`src/rtl/stat_pkg.sv`:
```
package stat_pkg;
  localparam int OFF_W     = 6;
  localparam int CNT_BYTES = 4;
  localparam int SA_BYTES  = 6;
  localparam int N_ATTR    = 12;
  localparam int SA_BASE   = 48;
  localparam int STAT_BASE = 56;
  localparam int PAGE_USED = 58;

  localparam logic [3:0] ATTR_FRAMES = 4'd1;
  localparam logic [3:0] ATTR_OCTETS = 4'd2;
  localparam logic [3:0] ATTR_ADDRCH = 4'd12;

  typedef enum logic [3:0] {
    S_IDLE, S_SA_RD, S_SA_RW, S_SA_WR,
    S_CNT_NEXT, S_CNT_CHK, S_CNT_RD, S_CNT_RW, S_CNT_WR,
    S_ST_CHK, S_ST_RD, S_ST_RW, S_ST_WR
  } eng_state_t;
endpackage

```
`src/rtl/stat_classify.sv`:
```
module stat_classify import stat_pkg::*; #(
  parameter int LEN_W   = 16,
  parameter int MIN_LEN = 64,
  parameter int MAX_LEN = 1518
) (
  input  logic [LEN_W-1:0]  octets,
  input  logic [7:0]        flags,
  output logic [N_ATTR-2:0] hit
);
  localparam logic [LEN_W-1:0] MIN_V = LEN_W'(MIN_LEN);
  localparam logic [LEN_W-1:0] MAX_V = LEN_W'(MAX_LEN);

  logic fcs, frm, col, in_win, readable;

  always_comb begin
    fcs      = flags[0];
    frm      = flags[1];
    col      = flags[2];
    in_win   = (octets >= MIN_V) && (octets <= MAX_V);
    readable = in_win && !fcs && !col;
    hit[0]   = readable;
    hit[1]   = readable;
    hit[2]   = fcs && !frm && !col && in_win;
    hit[3]   = fcs && frm && !col && in_win;
    hit[4]   = (octets > MAX_V) && !fcs;
    hit[5]   = flags[3];
    hit[6]   = flags[4] && !col;
    hit[7]   = col;
    hit[8]   = flags[5];
    hit[9]   = flags[6];
    hit[10]  = flags[7] && !col && (octets >= MIN_V);
  end
endmodule

```
`src/rtl/stat_byte_add.sv`:
```
module stat_byte_add (
  input  logic [7:0] a,
  input  logic [7:0] b,
  input  logic       cin,
  output logic [7:0] sum,
  output logic       cout
);
  always_comb begin
    {cout, sum} = {1'b0, a} + {1'b0, b} + {8'b0, cin};
  end
endmodule

```
`src/rtl/stat_status_map.sv`:
```
module stat_status_map import stat_pkg::*; (
  input  logic [N_ATTR-1:0] mask,
  input  logic              sel_second,
  output logic [7:0]        bits
);
  logic [7:0] first_b, second_b;

  always_comb begin
    first_b[0] = mask[0] | mask[1];
    second_b   = {5'b0, mask[11], mask[10], mask[9]};
  end

  for (genvar g = 1; g < 8; g++) begin : g_first
    assign first_b[g] = mask[g+1];
  end

  assign bits = sel_second ? second_b : first_b;
endmodule

```
`src/rtl/stat_update_engine.sv`:
```
module stat_update_engine import stat_pkg::*; #(
  parameter int PORT_W  = 4,
  parameter int LEN_W   = 16,
  parameter int MIN_LEN = 64,
  parameter int MAX_LEN = 1518
) (
  input  logic                    clk,
  input  logic                    rst_n,
  input  logic                    rec_valid,
  output logic                    rec_ready,
  input  logic                    rec_rep,
  input  logic [PORT_W-1:0]       rec_port,
  input  logic [LEN_W-1:0]        rec_octets,
  input  logic [7:0]              rec_flags,
  input  logic [47:0]             rec_sa,
  output logic                    mem_req,
  input  logic                    mem_gnt,
  output logic                    mem_we,
  output logic [PORT_W+OFF_W:0]   mem_addr,
  output logic [7:0]              mem_wdata,
  input  logic [7:0]              mem_rdata,
  output logic                    sa_mismatch_irq,
  output logic                    ovf_valid,
  output logic [7:0]              ovf_code,
  output logic [PORT_W:0]         ovf_loc
);
  localparam int CNT_W = CNT_BYTES * 8;

  eng_state_t          state;
  logic                rep_q;
  logic [PORT_W-1:0]   port_q;
  logic [LEN_W-1:0]    oct_q;
  logic [47:0]         sa_q;
  logic [N_ATTR-1:0]   mask;
  logic [3:0]          code;
  logic [2:0]          bidx;
  logic                carry;
  logic                sa_diff;
  logic                st_idx;
  logic [7:0]          wbyte;

  logic [N_ATTR-2:0]   hit;
  logic [CNT_W-1:0]    add_full;
  logic [7:0]          cur_add;
  logic                rest_nz;
  logic [7:0]          add_sum;
  logic                add_cout;
  logic [7:0]          st_bits;
  logic [7:0]          sa_byte;
  logic                byte_ne;
  logic [3:0]          code_m1;
  logic [OFF_W-1:0]    ctr_off;
  logic [OFF_W-1:0]    off;

  stat_classify #(.LEN_W(LEN_W), .MIN_LEN(MIN_LEN), .MAX_LEN(MAX_LEN)) u_cls (
    .octets(rec_octets), .flags(rec_flags), .hit(hit)
  );

  stat_byte_add u_add (
    .a(mem_rdata), .b(cur_add), .cin(carry), .sum(add_sum), .cout(add_cout)
  );

  stat_status_map u_map (
    .mask(mask), .sel_second(st_idx), .bits(st_bits)
  );

  always_comb begin
    add_full = (code == ATTR_OCTETS) ? CNT_W'(oct_q) : CNT_W'(1);
    cur_add  = add_full[{bidx[1:0], 3'b000} +: 8];
    rest_nz  = |(add_full >> {bidx, 3'b000});
    sa_byte  = sa_q[{bidx, 3'b000} +: 8];
    byte_ne  = (mem_rdata != sa_byte);
    code_m1  = code - 4'd1;
    ctr_off  = {code_m1, bidx[1:0]};
  end

  always_comb begin
    mem_req   = 1'b0;
    mem_we    = 1'b0;
    off       = '0;
    mem_wdata = '0;
    case (state)
      S_SA_RD:  begin mem_req = 1'b1; off = OFF_W'(SA_BASE) + OFF_W'(bidx); end
      S_SA_WR:  begin
        mem_req = 1'b1; mem_we = 1'b1;
        off = OFF_W'(SA_BASE) + OFF_W'(bidx); mem_wdata = sa_byte;
      end
      S_CNT_RD: begin mem_req = 1'b1; off = ctr_off; end
      S_CNT_WR: begin mem_req = 1'b1; mem_we = 1'b1; off = ctr_off; mem_wdata = wbyte; end
      S_ST_RD:  begin mem_req = 1'b1; off = OFF_W'(STAT_BASE) + OFF_W'(st_idx); end
      S_ST_WR:  begin
        mem_req = 1'b1; mem_we = 1'b1;
        off = OFF_W'(STAT_BASE) + OFF_W'(st_idx); mem_wdata = wbyte;
      end
      default: ;
    endcase
    mem_addr = {rep_q, port_q, off};
  end

  assign rec_ready = (state == S_IDLE);

  always_ff @(posedge clk or negedge rst_n) begin
    if (!rst_n) begin
      state           <= S_IDLE;
      rep_q           <= 1'b0;
      port_q          <= '0;
      oct_q           <= '0;
      sa_q            <= '0;
      mask            <= '0;
      code            <= '0;
      bidx            <= '0;
      carry           <= 1'b0;
      sa_diff         <= 1'b0;
      st_idx          <= 1'b0;
      wbyte           <= '0;
      sa_mismatch_irq <= 1'b0;
      ovf_valid       <= 1'b0;
      ovf_code        <= '0;
      ovf_loc         <= '0;
    end else begin
      sa_mismatch_irq <= 1'b0;
      ovf_valid       <= 1'b0;
      case (state)
        S_IDLE: begin
          if (rec_valid) begin
            rep_q   <= rec_rep;
            port_q  <= rec_port;
            oct_q   <= rec_octets;
            sa_q    <= rec_sa;
            mask    <= {1'b0, hit};
            sa_diff <= 1'b0;
            bidx    <= '0;
            code    <= '0;
            state   <= hit[0] ? S_SA_RD : S_CNT_NEXT;
          end
        end
        S_SA_RD: if (mem_gnt) state <= S_SA_RW;
        S_SA_RW: begin
          if (bidx == 3'(SA_BYTES - 1)) begin
            if (sa_diff || byte_ne) begin
              mask[N_ATTR-1]  <= 1'b1;
              sa_mismatch_irq <= 1'b1;
              bidx            <= '0;
              state           <= S_SA_WR;
            end else begin
              state <= S_CNT_NEXT;
            end
          end else begin
            sa_diff <= sa_diff | byte_ne;
            bidx    <= bidx + 3'd1;
            state   <= S_SA_RD;
          end
        end
        S_SA_WR: begin
          if (mem_gnt) begin
            if (bidx == 3'(SA_BYTES - 1)) state <= S_CNT_NEXT;
            else bidx <= bidx + 3'd1;
          end
        end
        S_CNT_NEXT: begin
          if (code == 4'(N_ATTR)) begin
            st_idx <= 1'b0;
            state  <= S_ST_CHK;
          end else begin
            code <= code + 4'd1;
            if (mask[code]) begin
              bidx  <= '0;
              carry <= 1'b0;
              state <= S_CNT_CHK;
            end
          end
        end
        S_CNT_CHK: begin
          if (bidx == 3'(CNT_BYTES)) begin
            state <= S_CNT_NEXT;
          end else if (!carry && cur_add == 8'd0) begin
            if (rest_nz) bidx <= bidx + 3'd1;
            else state <= S_CNT_NEXT;
          end else begin
            state <= S_CNT_RD;
          end
        end
        S_CNT_RD: if (mem_gnt) state <= S_CNT_RW;
        S_CNT_RW: begin
          carry <= add_cout;
          wbyte <= add_sum;
          if (bidx == 3'd0 && add_cout) begin
            ovf_valid <= 1'b1;
            ovf_code  <= {4'b0, code};
            ovf_loc   <= {rep_q, port_q};
          end
          state <= S_CNT_WR;
        end
        S_CNT_WR: begin
          if (mem_gnt) begin
            bidx  <= bidx + 3'd1;
            state <= S_CNT_CHK;
          end
        end
        S_ST_CHK: begin
          if (st_bits == 8'd0) begin
            if (st_idx) state <= S_IDLE;
            else st_idx <= 1'b1;
          end else begin
            state <= S_ST_RD;
          end
        end
        S_ST_RD: if (mem_gnt) state <= S_ST_RW;
        S_ST_RW: begin
          wbyte <= mem_rdata | st_bits;
          state <= S_ST_WR;
        end
        S_ST_WR: begin
          if (mem_gnt) begin
            if (st_idx) state <= S_IDLE;
            else begin
              st_idx <= 1'b1;
              state  <= S_ST_CHK;
            end
          end
        end
        default: state <= S_IDLE;
      endcase
    end
  end
endmodule

```
`config.mk`:
```
export PLATFORM = sky130hd
export DESIGN_NAME = stat_update_engine
export DESIGN_NICKNAME = d
export VERILOG_FILES = /design/src/rtl/stat_pkg.sv /design/src/rtl/stat_classify.sv /design/src/rtl/stat_byte_add.sv /design/src/rtl/stat_status_map.sv /design/src/rtl/stat_update_engine.sv
export SDC_FILE = /design/constraint.sdc
export NUM_CORES = 1
export LEC_CHECK = 0
export BUFFER_PORTS_ARGS = -buffer_cell sky130_fd_sc_hd__buf_2
export CAP_MARGIN = 20
export CORE_ASPECT_RATIO = 1.5
export CORE_UTILIZATION = 60
export DETAILED_ROUTE_END_ITERATION = 10
export PLACE_DENSITY_LB_ADDON = 0.05
export SYNTH_ARGS = -nofsm -noshare
export SYNTH_HDL_FRONTEND = slang
export SYNTH_SLANG_ARGS = --single-unit
```
`constraint.sdc`:
```
create_clock -name clk -period 7.93 [get_ports clk]
set_input_delay 1.1895 -clock clk [delete_from_list [all_inputs] [get_ports clk]]
set_output_delay 1.1895 -clock clk [all_outputs]
set_load 0.005 [all_outputs]
```
==> impl_metrics.json, run 1 <==
{
  "grt_pass1_wl_um": 29800,
  "drc": 0,
  "critPathKind": "reg2reg",
  "antenna_found_initial": 0,
  "seqCellArea_mm2": 0.00283,
  "yosys.area.top_type": "dfrtp_1",
  "cts_buffers": 17,
  "ctsResizeCount": 0,
  "htreeDepth": 4,
  "start_util_pct": 61.6,
  "numPlacedInstances": 987,
  "cts-root-buf": "clkbuf_16",
  "gp_congestion": 0.916,
  "die_area_mm2": 0.0112,
  "synth_cells": 761,
  "final_common_cell": "nand2_1",
  "internal_power_mw": 1.81,
  "synth_top_area_share_pct": 43.6,
  "diodes": 0,
  "ys_top_cells_by_area": "dfrtp_1 (44%), nand2_1 (15%), mux2i_1 (3.7%)",
  "synth-warning-count": 0,
  "relSlewSlack_pct": 27.9,
  "ir_worst_vdd_mv": 0.270,
  "maxCapViolations": 0,
  "multiInputGateArea_mm2": 0.00335,
  "vias": 6034,
  "grt-ovfl-total": 0,
  "ctsHoldBuffers": 0,
  "synth-seq-cells": 113,
  "synth-edff-count": 0,
  "worst_slew_pin_slew_ns": 1.08,
  "coreArea_mm2": 0.0105,
  "clock_skew_ns": 0.00945,
  "synth-main-ff-cell": "dfrtp_1",
  "endpoint": "ovf_loc[1]",
  "reg2reg_to": "ovf_loc[1]",
  "min_delay_path_depth": 2,
  "comb_power_share_pct": 38.3,
  "required_ns": 8.23,
  "synthArstFlopShare_pct": 100,
  "fp-row-count": 46,
  "rr_startpoint": "code[0]",
  "drive_above_1_share_pct": 21.8,
  "final_util_pct": 73.4,
  "slew_viol_final": 0,
  "synth_area_mm2": 0.00649,
  "avgViaCountPerCell": 5.92,
  "clkSlewWorstSetupHoldPaths_ns": 0.06,
  "portBuffers": 121,
  "r2r_cells": 16,
  "rsz0062_at_grt": "false",
  "p_clk_share_pct": 26.5,
  "swShare_pct": 40.9,
  "fillCellCount": 830,
  "setup_tns_ns": 0,
  "area_growth_pct": 19.1,
  "setup_viol": 0,
  "track_usage_pct": 35.5,
  "clockBufferDepth": 2,
  "syn_area_per_cell_um2": 8.53,
  "cp_max_fo": 12,
  "outcome": "finished clean",
  "dieHeight_um": 129,
  "grt_max_degree": 89,
  "ys_seq_area_share_pct": 43.6,
  "fmax_ghz": 0.214,
  "dpl.hpwl_um": 13100,
  "post_cts_buffers": 0,
  "p_leak_nw": 3.86,
  "finalNetCount": 967,
  "first_global_vias": 5984,
  "period_needed_ns": 4.68,
  "r2r_slack_ns": 3.25,
  "yosysUniqueCellTypes": 72,
  "startpoint": "code[0]",
  "dr.pass1.iters": 5,
  "cts.sinks": 113,
  "p_sw_mw": 1.26,
  "crit_arrival_ns": 4.98,
  "critical_path.startpoint_type": "flop",
  "die_width_um": 86.9,
  "hold_viol": 0,
  "layout_common_cells": "nand2_1 (257), buf_2 (120), dfrtp_1 (113)",
  "clock_latency_ns": 0.42,
  "postRouteAntennaNets": 0,
  "sequentialPowerShare_pct": 35.2,
  "powerDensity_mw_per_mm2": 397,
  "p_total_mw": 3.07,
  "cts_tree": "yes",
  "min-delay-path-class": "reg2reg",
  "wl_um": 18900,
  "cp-end-kind": "flop",
  "fin_cells": 1020,
  "ios": 126,
  "detail_route.iter0.violations": 409,
  "fin_crit_sh_pct": 59.0,
  "post_drt_wl_per_cell_um": 18.5
}
per-layer routing:
metal	up-vias	track usage [%]	part of all wire (%)
li1	2797	-	-
met2	251	58.7	51
met5	-	0	0
met4	0	22.9	5.9
met3	86	6.94	4.9
met1	2900	41.9	38
critical path, stage by stage, from the launching register on:
cell and delay [ns]:
dfrtp_1 0.60, inv_1 0.12, ha_1 0.24, or3b_2 0.21, nor2_1 0.04, o32ai_1 0.41
fa_1 0.31, inv_1 0.06, fa_1 0.40, nor2b_1 0.11, o21ai_0 0.10, a21oi_1 0.19
o21ai_0 0.12, a21boi_0 0.28, o21ai_0 0.17, a211oi_2 0.77, mux2_2 0.42
layout make-up:
| cell class | count | share of cell area, % |
|---|---|---|
| inverter | 20 | 0.972 |
| sequential | 113 | 36.6 |
| clock buffer | 19 | 5.86 |
| timing repair buffer | 126 | 8.61 |
| clock inverter | 13 | 2.23 |
| tap | 144 | 2.33 |
| multi-input combinational | 585 | 43.4 |
flip-flops by register name (all words and copies together) (netlist names):
signal           flops
state                4
code                 4
wbyte                8
port_q               4
sa_diff              1
rep_q                1
st_idx               1
mask                11
ovf_loc              5
sa_mismatch_irq      1
oct_q               16
sa_q                48
ovf_code             4
carry                1
bidx                 3
ovf_valid            1
power groups by stage:
stage | Combinational (mW) | Sequential, mW | Clock [mW]
after floorplan | 0.937 | 0.931 | 0
after global placement | 1.12 | 1.06 | 0
after detailed placement | 1.15 | 1.07 | 0
after CTS | 1.17 | 1.07 | 0.817
after global routing | 1.31 | 1.11 | 0.845
final | 1.18 | 1.08 | 0.813
per-stage QoR:
stage | hold WS [ns] | setup slack (ns) | cell area (um^2)
global placement | 0.458 | 3.48 | 7070
global route | 0.492 | 2.92 | 7730
detailed placement | 0.462 | 3.33 | 7070
finish | 0.474 | 3.25 | 7730
CTS | 0.477 | 3.31 | 7700
floorplan | 0.438 | 3.86 | 6500
Yosys cell counts (10+ instances only):
library cell  count
a21oi_1          26
buf_4            13
clkbuf_1         25
dfrtp_1         113
ha_1             13
inv_1            19
mux2_2           12
mux2i_1          24
nand2_1         258
nand2b_1         10
nand3_1          10
nor2_1           40
nor2b_1          11
o21ai_0          44
xor2_1           12
worst min path at each step:
stage / endpoint / slack (ns) / startpoint
4_1_cts: sa_q[13] / 0.48 / sa_q[13]
2_1_floorplan: sa_q[44] / 0.44 / sa_q[44]
5_1_grt: sa_q[30] / 0.49 / sa_q[30]
3_5_place_dp: sa_q[3] / 0.46 / sa_q[3]
3_3_place_gp: sa_q[25] / 0.46 / sa_q[25]
6_report: sa_q[30] / 0.47 / sa_q[30]
kinds of logic after synthesis:
| group | Yosys count | share of synthesized area [%] |
|---|---|---|
| AOI/OAI and AO/OA | 138 | 13.8 |
| and+or+nand+nor | 370 | 24.6 |
| other | 1 | 0.0578 |
| muxes | 42 | 7.69 |
| DFF | 113 | 43.6 |
| buffers and inverters | 66 | 4.97 |
| xor gates and xnor gates | 16 | 2.16 |
| adders and majority gates | 15 | 3.12 |
(Power assumes the default switching activity.)
==> run 2: changes to the inputs <==
CORE_UTILIZATION = 51   (was 60)
clock period = 3.95 ns   (was 7.93 ns; I/O delays follow)
==> run 2 against run 1 <==
Sequential power grew 82%; critical path type unchanged; fmax is 24% higher; routed wire length hardly changed; die area rose by 17%; critical endpoint is now ovf_code[0]; critical path depth is 2 lower; via count is 1.3% lower; clock skew up 0.0029 ns.
==> impl_metrics.json, run 2 (synthesis gave the netlist of run 1 again) <==
{
  "outcome": "finished clean",
  "start_util_pct": 52.1,
  "fp-row-count": 50,
  "wl_um": 18900,
  "setup_viol": 0,
  "r2r_slack_ns": 0.19,
  "setup_tns_ns": 0,
  "post_drt_wl_per_cell_um": 18.0,
  "p_leak_nw": 3.95,
  "period_needed_ns": 3.76,
  "dr.pass1.iters": 5,
  "die_area_mm2": 0.0132,
  "fmax_ghz": 0.266,
  "max_flop_register": "sa_q",
  "required_ns": 4.26,
  "area_growth_pct": 21.3,
  "cts_tree": "yes",
  "maxCapViolations": 0,
  "diodes": 0,
  "critPathKind": "reg2reg",
  "finalNetCount": 984,
  "ir_worst_vdd_mv": 0.451,
  "grt_max_degree": 63,
  "dpl.hpwl_um": 13900,
  "portBuffers": 121,
  "relSlewSlack_pct": 44.5,
  "cts_buffers": 17,
  "reg2reg_to": "ovf_code[0]",
  "vias": 5956,
  "die_width_um": 94.1,
  "hold_viol": 0,
  "clock_latency_ns": 0.42,
  "clockBufferDepth": 2,
  "cp_max_fo": 9,
  "cp-end-kind": "flop",
  "ios": 126,
  "detail_route.iter0.violations": 301,
  "fin_crit_sh_pct": 95.2,
  "gp_congestion": 0.930,
  "dieHeight_um": 140,
  "critical_path.startpoint_type": "flop",
  "antenna_found_initial": 0,
  "drc": 0,
  "slew_viol_final": 0,
  "layout_common_cells": "nand2_1 (257), buf_2 (120), dfrtp_1 (113)",
  "htreeDepth": 4,
  "crit_arrival_ns": 4.07,
  "r2r_cells": 14,
  "grt_pass1_wl_um": 30100,
  "fin_cells": 1049,
  "min-delay-path-class": "in2async",
  "rr_startpoint": "code[0]",
  "reg_top3": "sa_q x48, oct_q x16, mask x11",
  "powerDensity_mw_per_mm2": 784,
  "first_global_vias": 5868,
  "numPlacedInstances": 1015,
  "worst_slew_pin_slew_ns": 0.833,
  "coreArea_mm2": 0.0124,
  "postRouteAntennaNets": 0,
  "final_common_cell": "nand2_1",
  "avgViaCountPerCell": 5.68,
  "clock_skew_ns": 0.0123,
  "cts.sinks": 113,
  "track_usage_pct": 30.2,
  "drive_above_1_share_pct": 23.7,
  "largest_register_ffs": 48,
  "grt-ovfl-total": 0,
  "clkSlewWorstSetupHoldPaths_ns": 0.06,
  "cts-root-buf": "clkbuf_16",
  "rsz0062_at_grt": "false"
}
-- run 2: worst max path at each step --
| stage | depth (start not counted) | slack (ns) | startpoint | end |
|---|---|---|---|---|
| finish | 14 | 0.19 | code[0] | ovf_code[0] |
| floorplan | 16 | 0.003 | code[0] | ovf_code[0] |
| global placement | 16 | 0.18 | code[0] | ovf_loc[4] |
| global route | 16 | 0.04 | code[0] | ovf_code[2] |
| CTS | 16 | 0.03 | code[0] | ovf_loc[3] |
| detailed placement | 16 | 0.08 | code[0] | ovf_loc[2] |
-- run 2: what timing repair did --
action / CTS / global route
hold buffers: 0 / 0
buffers inserted: 0 / 1
gates resized for setup: 0 / 10
setup endpoints to repair: 0 / 9
-- run 2: per-layer routing --
metal / vias up / wire, um / GRT usage [%]
li1: 2824 / - / -
met1: 2862 / 7580 / 37.2
met2: 226 / 9630 / 50.9
met3: 44 / 997 / 4.67
met4: 0 / 661 / 15.3
met5: - / 0 / 0
-- run 2: layout make-up --
| type | instances | area (um^2) |
|---|---|---|
| clock buffer | 19 | 453 |
| clock inverter | 13 | 146 |
| fill | 1136 | 4580 |
| inverter | 20 | 75.1 |
| multi-input combinational | 585 | 3380 |
| sequential | 113 | 2830 |
| tap | 156 | 195 |
| timing repair buffer | 143 | 790 |
-- run 2: power breakdown --
part | internal, mW | leakage, nW | switching (mW)
sequential | 1.63 | 1.43 | 0.340
combinational | 1.07 | 2.23 | 1.58
clock | 0.970 | 0.291 | 0.585
total | 3.66 | 3.95 | 2.50
-- run 2: worst max-delay path, stage by stage, from the launching register on --
cell and delay [ns]:
dfrtp_1 0.37, inv_1 0.09, ha_1 0.17, or4b_4 0.54, or2_2 0.36, fa_2 0.39, nor2b_1 0.11, o21ai_0 0.11
a21oi_1 0.17, o21ai_0 0.13, a21boi_1 0.18, o21ai_1 0.12, a211oi_2 0.38, buf_4 0.21, mux2_2 0.33
-- run 2: through the flow --
| stage | hold WS [ns] | instance area (um^2) | setup slack [ns] | total power, mW | utilization, % |
|---|---|---|---|---|---|
| floorplan | 0.297 | 6500 | 0.00324 | 3.75 | - |
| global placement | 0.454 | 7220 | 0.179 | 4.50 | 58.0 |
| detailed placement | 0.459 | 7220 | 0.0794 | 4.57 | 58.0 |
| CTS | 0.292 | 7820 | 0.0323 | 6.15 | 62.8 |
| global route | 0.334 | 7870 | 0.0406 | 6.59 | 63.2 |
| finish | 0.241 | 7870 | 0.190 | 6.17 | 63.2 |
==> run 3: changes to the inputs <==
CTS_CLUSTER_SIZE = 14   (was unset)
SYNTH_HIERARCHICAL = 1   (was unset)
==> run 3 against run 2 <==
Critical path depth grew 1; final area up 2.9%; flip-flop and latch count increased by 1; fmax is 2.5% higher; combinational power up 14%; global-route usage is 2.0 points lower; highest routed layer unchanged; critical path type unchanged; utilization is 0.70 points lower.
==> impl_metrics.json, run 3 <==
{
  "outcome": "finished clean",
  "area_growth_pct": 19.7,
  "multiInputGateArea_mm2": 0.00363,
  "critPathKind": "reg2reg",
  "die_area_mm2": 0.0137,
  "hold_viol": 0,
  "grt_use_met3_pct": 5.27,
  "diodes": 0,
  "dpl.hpwl_um": 14200,
  "synth-warning-count": 6,
  "clock_latency_ns": 0.41,
  "detail_route.iter0.violations": 268,
  "grt_max_degree": 63,
  "synth_cells": 634,
  "gp_congestion": 0.892,
  "cts_tree": "yes",
  "grt-busiest-layer": "met2",
  "antenna_found_initial": 0,
  "layout_common_cells": "buf_2 (120), dfrtp_1 (114), mux2_2 (103)",
  "portBuffers": 121,
  "synth-edff-count": 0,
  "post_cts_buffers": 0,
  "fmax_ghz": 0.273,
  "final_util_pct": 62.5,
  "final_common_cell": "buf_2",
  "ir_worst_vdd_mv": 0.389,
  "p_total_mw": 6.77,
  "grt-ovfl-total": 0,
  "ys_seq_area_share_pct": 42.2,
  "wl_um": 18600,
  "cp_max_fo": 10,
  "yosys.area.top_type": "dfrtp_1",
  "die_width_um": 96.0,
  "use_met2_pct": 51.2,
  "vias": 5392,
  "required_ns": 4.25,
  "powerDensity_mw_per_mm2": 836,
  "use_met1_pct": 31.4,
  "synth_top_area_share_pct": 42.2,
  "post_drt_wl_per_cell_um": 20.2,
  "synthArstFlopShare_pct": 100,
  "rsz0062_at_grt": "false",
  "start_util_pct": 52.2,
  "avgViaCountPerCell": 5.87,
  "dieHeight_um": 143,
  "ios": 126,
  "cts_buffers": 17,
  "yosysMostFrequentCell": "dfrtp_1",
  "synth_area_mm2": 0.00677,
  "maxCapViolations": 0,
  "synth_commonest_cells": "dfrtp_1 (114), mux2_2 (103), nor2_1 (51)",
  "largest_register_ffs": 48,
  "syn_area_per_cell_um2": 10.7,
  "ys_top_cells_by_area": "dfrtp_1 (42%), mux2_2 (17%), nor2_1 (2.8%)",
  "fp-row-count": 51,
  "p_leak_nw": 3.70,
  "grt_pass1_wl_um": 28600,
  "fin_cells": 918,
  "reg_top3": "sa_q x48, oct_q x16, mask x12",
  "setup_viol": 0,
  "synth-main-ff-cell": "dfrtp_1",
  "htreeDepth": 4,
  "period_needed_ns": 3.67,
  "first_global_vias": 5465,
  "min-delay-path-class": "in2async",
  "cts.sinks": 114,
  "synth-seq-cells": 114,
  "postRouteAntennaNets": 0,
  "cp-end-kind": "flop",
  "crit_arrival_ns": 3.96,
  "numPlacedInstances": 886,
  "max_flop_register": "sa_q",
  "fin_ws_ns": 0.282,
  "fillCellCount": 1151,
  "track_usage_pct": 28.3,
  "drc": 0,
  "r2r_slack_ns": 0.28,
  "dr.pass1.iters": 4,
  "worst_slew_pin_slew_ns": 0.898,
  "slew_viol_final": 0,
  "clkSlewWorstSetupHoldPaths_ns": 0.06,
  "seqCellArea_mm2": 0.00285,
  "fin_crit_sh_pct": 92.9,
  "pre_cts_ws_ns": 0.0647,
  "clock_skew_ns": 0.0101,
  "drive_above_1_share_pct": 38.9,
  "finalNetCount": 850,
  "cts-root-buf": "clkbuf_16",
  "coreArea_mm2": 0.0130,
  "relSlewSlack_pct": 39.9,
  "critical_path.startpoint_type": "flop",
  "clockBufferDepth": 2,
  "yosysUniqueCellTypes": 68,
  "setup_tns_ns": 0
}
-- run 3: cell types whose count changed in the layout (fill, tap and decap cells not counted), moves of 5 or more --
cell	delta
nand2_1	-219
mux2_2	+91
o21ai_0	-13
nor2_1	+11
a21oi_1	+8
buf_4	-6
inv_1	-6
mux2i_1	-6
a221o_1	+5
-- run 3: layout make-up --
class | instances | share of cell area, %
Multi-Input combinational cell | 461 | 44.8
Sequential cell | 114 | 35.2
Timing Repair Buffer | 136 | 9.06
Clock buffer | 17 | 5.25
Tap cell | 159 | 2.46
Clock inverter | 15 | 2.44
Inverter | 16 | 0.742
-- run 3: timing repair --
item                                    in CTS  in global routing
hold buffers                                 0                  0
resized for setup                            1                  1
endpoints found under the setup margin       1                  9
endpoints found under the hold margin        0                  0
pin swaps                                    0                  0
-- run 3: cells by family after synthesis --
group	after synthesis	synth area share, %
adders and majority gates	15	3.00
muxes	131	22.7
and+or+nand+nor	166	12.2
xor gates and xnor gates	19	2.46
other	1	0.0554
AOI/OAI and AO/OA	126	12.7
DFF	114	42.2
buffers and inverters	62	4.59
-- run 3: critical path, cell delays in order, from the launching register on --
cell and delay [ns]:
dfrtp_1 0.38, inv_1 0.09, ha_1 0.14, nor3b_4 0.26
a21oi_1 0.10, a31oi_1 0.23, and2_1 0.21, fa_1 0.23
fa_1 0.22, a21oi_1 0.12, nor2_1 0.12, nor2_1 0.08
o21ai_0 0.32, nand4_1 0.32, nor2_4 0.35, mux2_2 0.38
-- run 3: worst paths after layout --
check                            from    endpoint  depth (start not counted)
setup / recovery              code[0]  ovf_loc[0]                         15
hold / removal                  rst_n    wbyte[4]                          1
min in group clk           rec_sa[16]    sa_q[16]                          2
setup reg to reg              code[0]  ovf_loc[0]                         15
hold reg to reg              sa_q[19]    sa_q[19]                          1
max in group asynchronous       rst_n     sa_q[3]                          2
-- run 3: per-layer routing --
metal | vias up | wire [um]
met5 | - | 0
met1 | 2684 | 7180
met3 | 34 | 761
met2 | 151 | 10000
li1 | 2523 | -
met4 | 0 | 607
-- run 3: through the flow --
| step | hold WS (ns) | area [um^2] |
|---|---|---|
| final | 0.277 | 8100 |
| after global routing | 0.356 | 8100 |
| after CTS | 0.314 | 8090 |
| after detailed placement | 0.490 | 7470 |
| after global placement | 0.482 | 7470 |
| after floorplan | 0.297 | 6780 |
-- run 3: power breakdown --
group | switching [mW] | internal, mW | leakage [nW]
sequential | 0.429 | 1.70 | 1.41
combinational | 1.58 | 1.43 | 1.98
clock | 0.613 | 1.01 | 0.304
total | 2.63 | 4.14 | 3.70
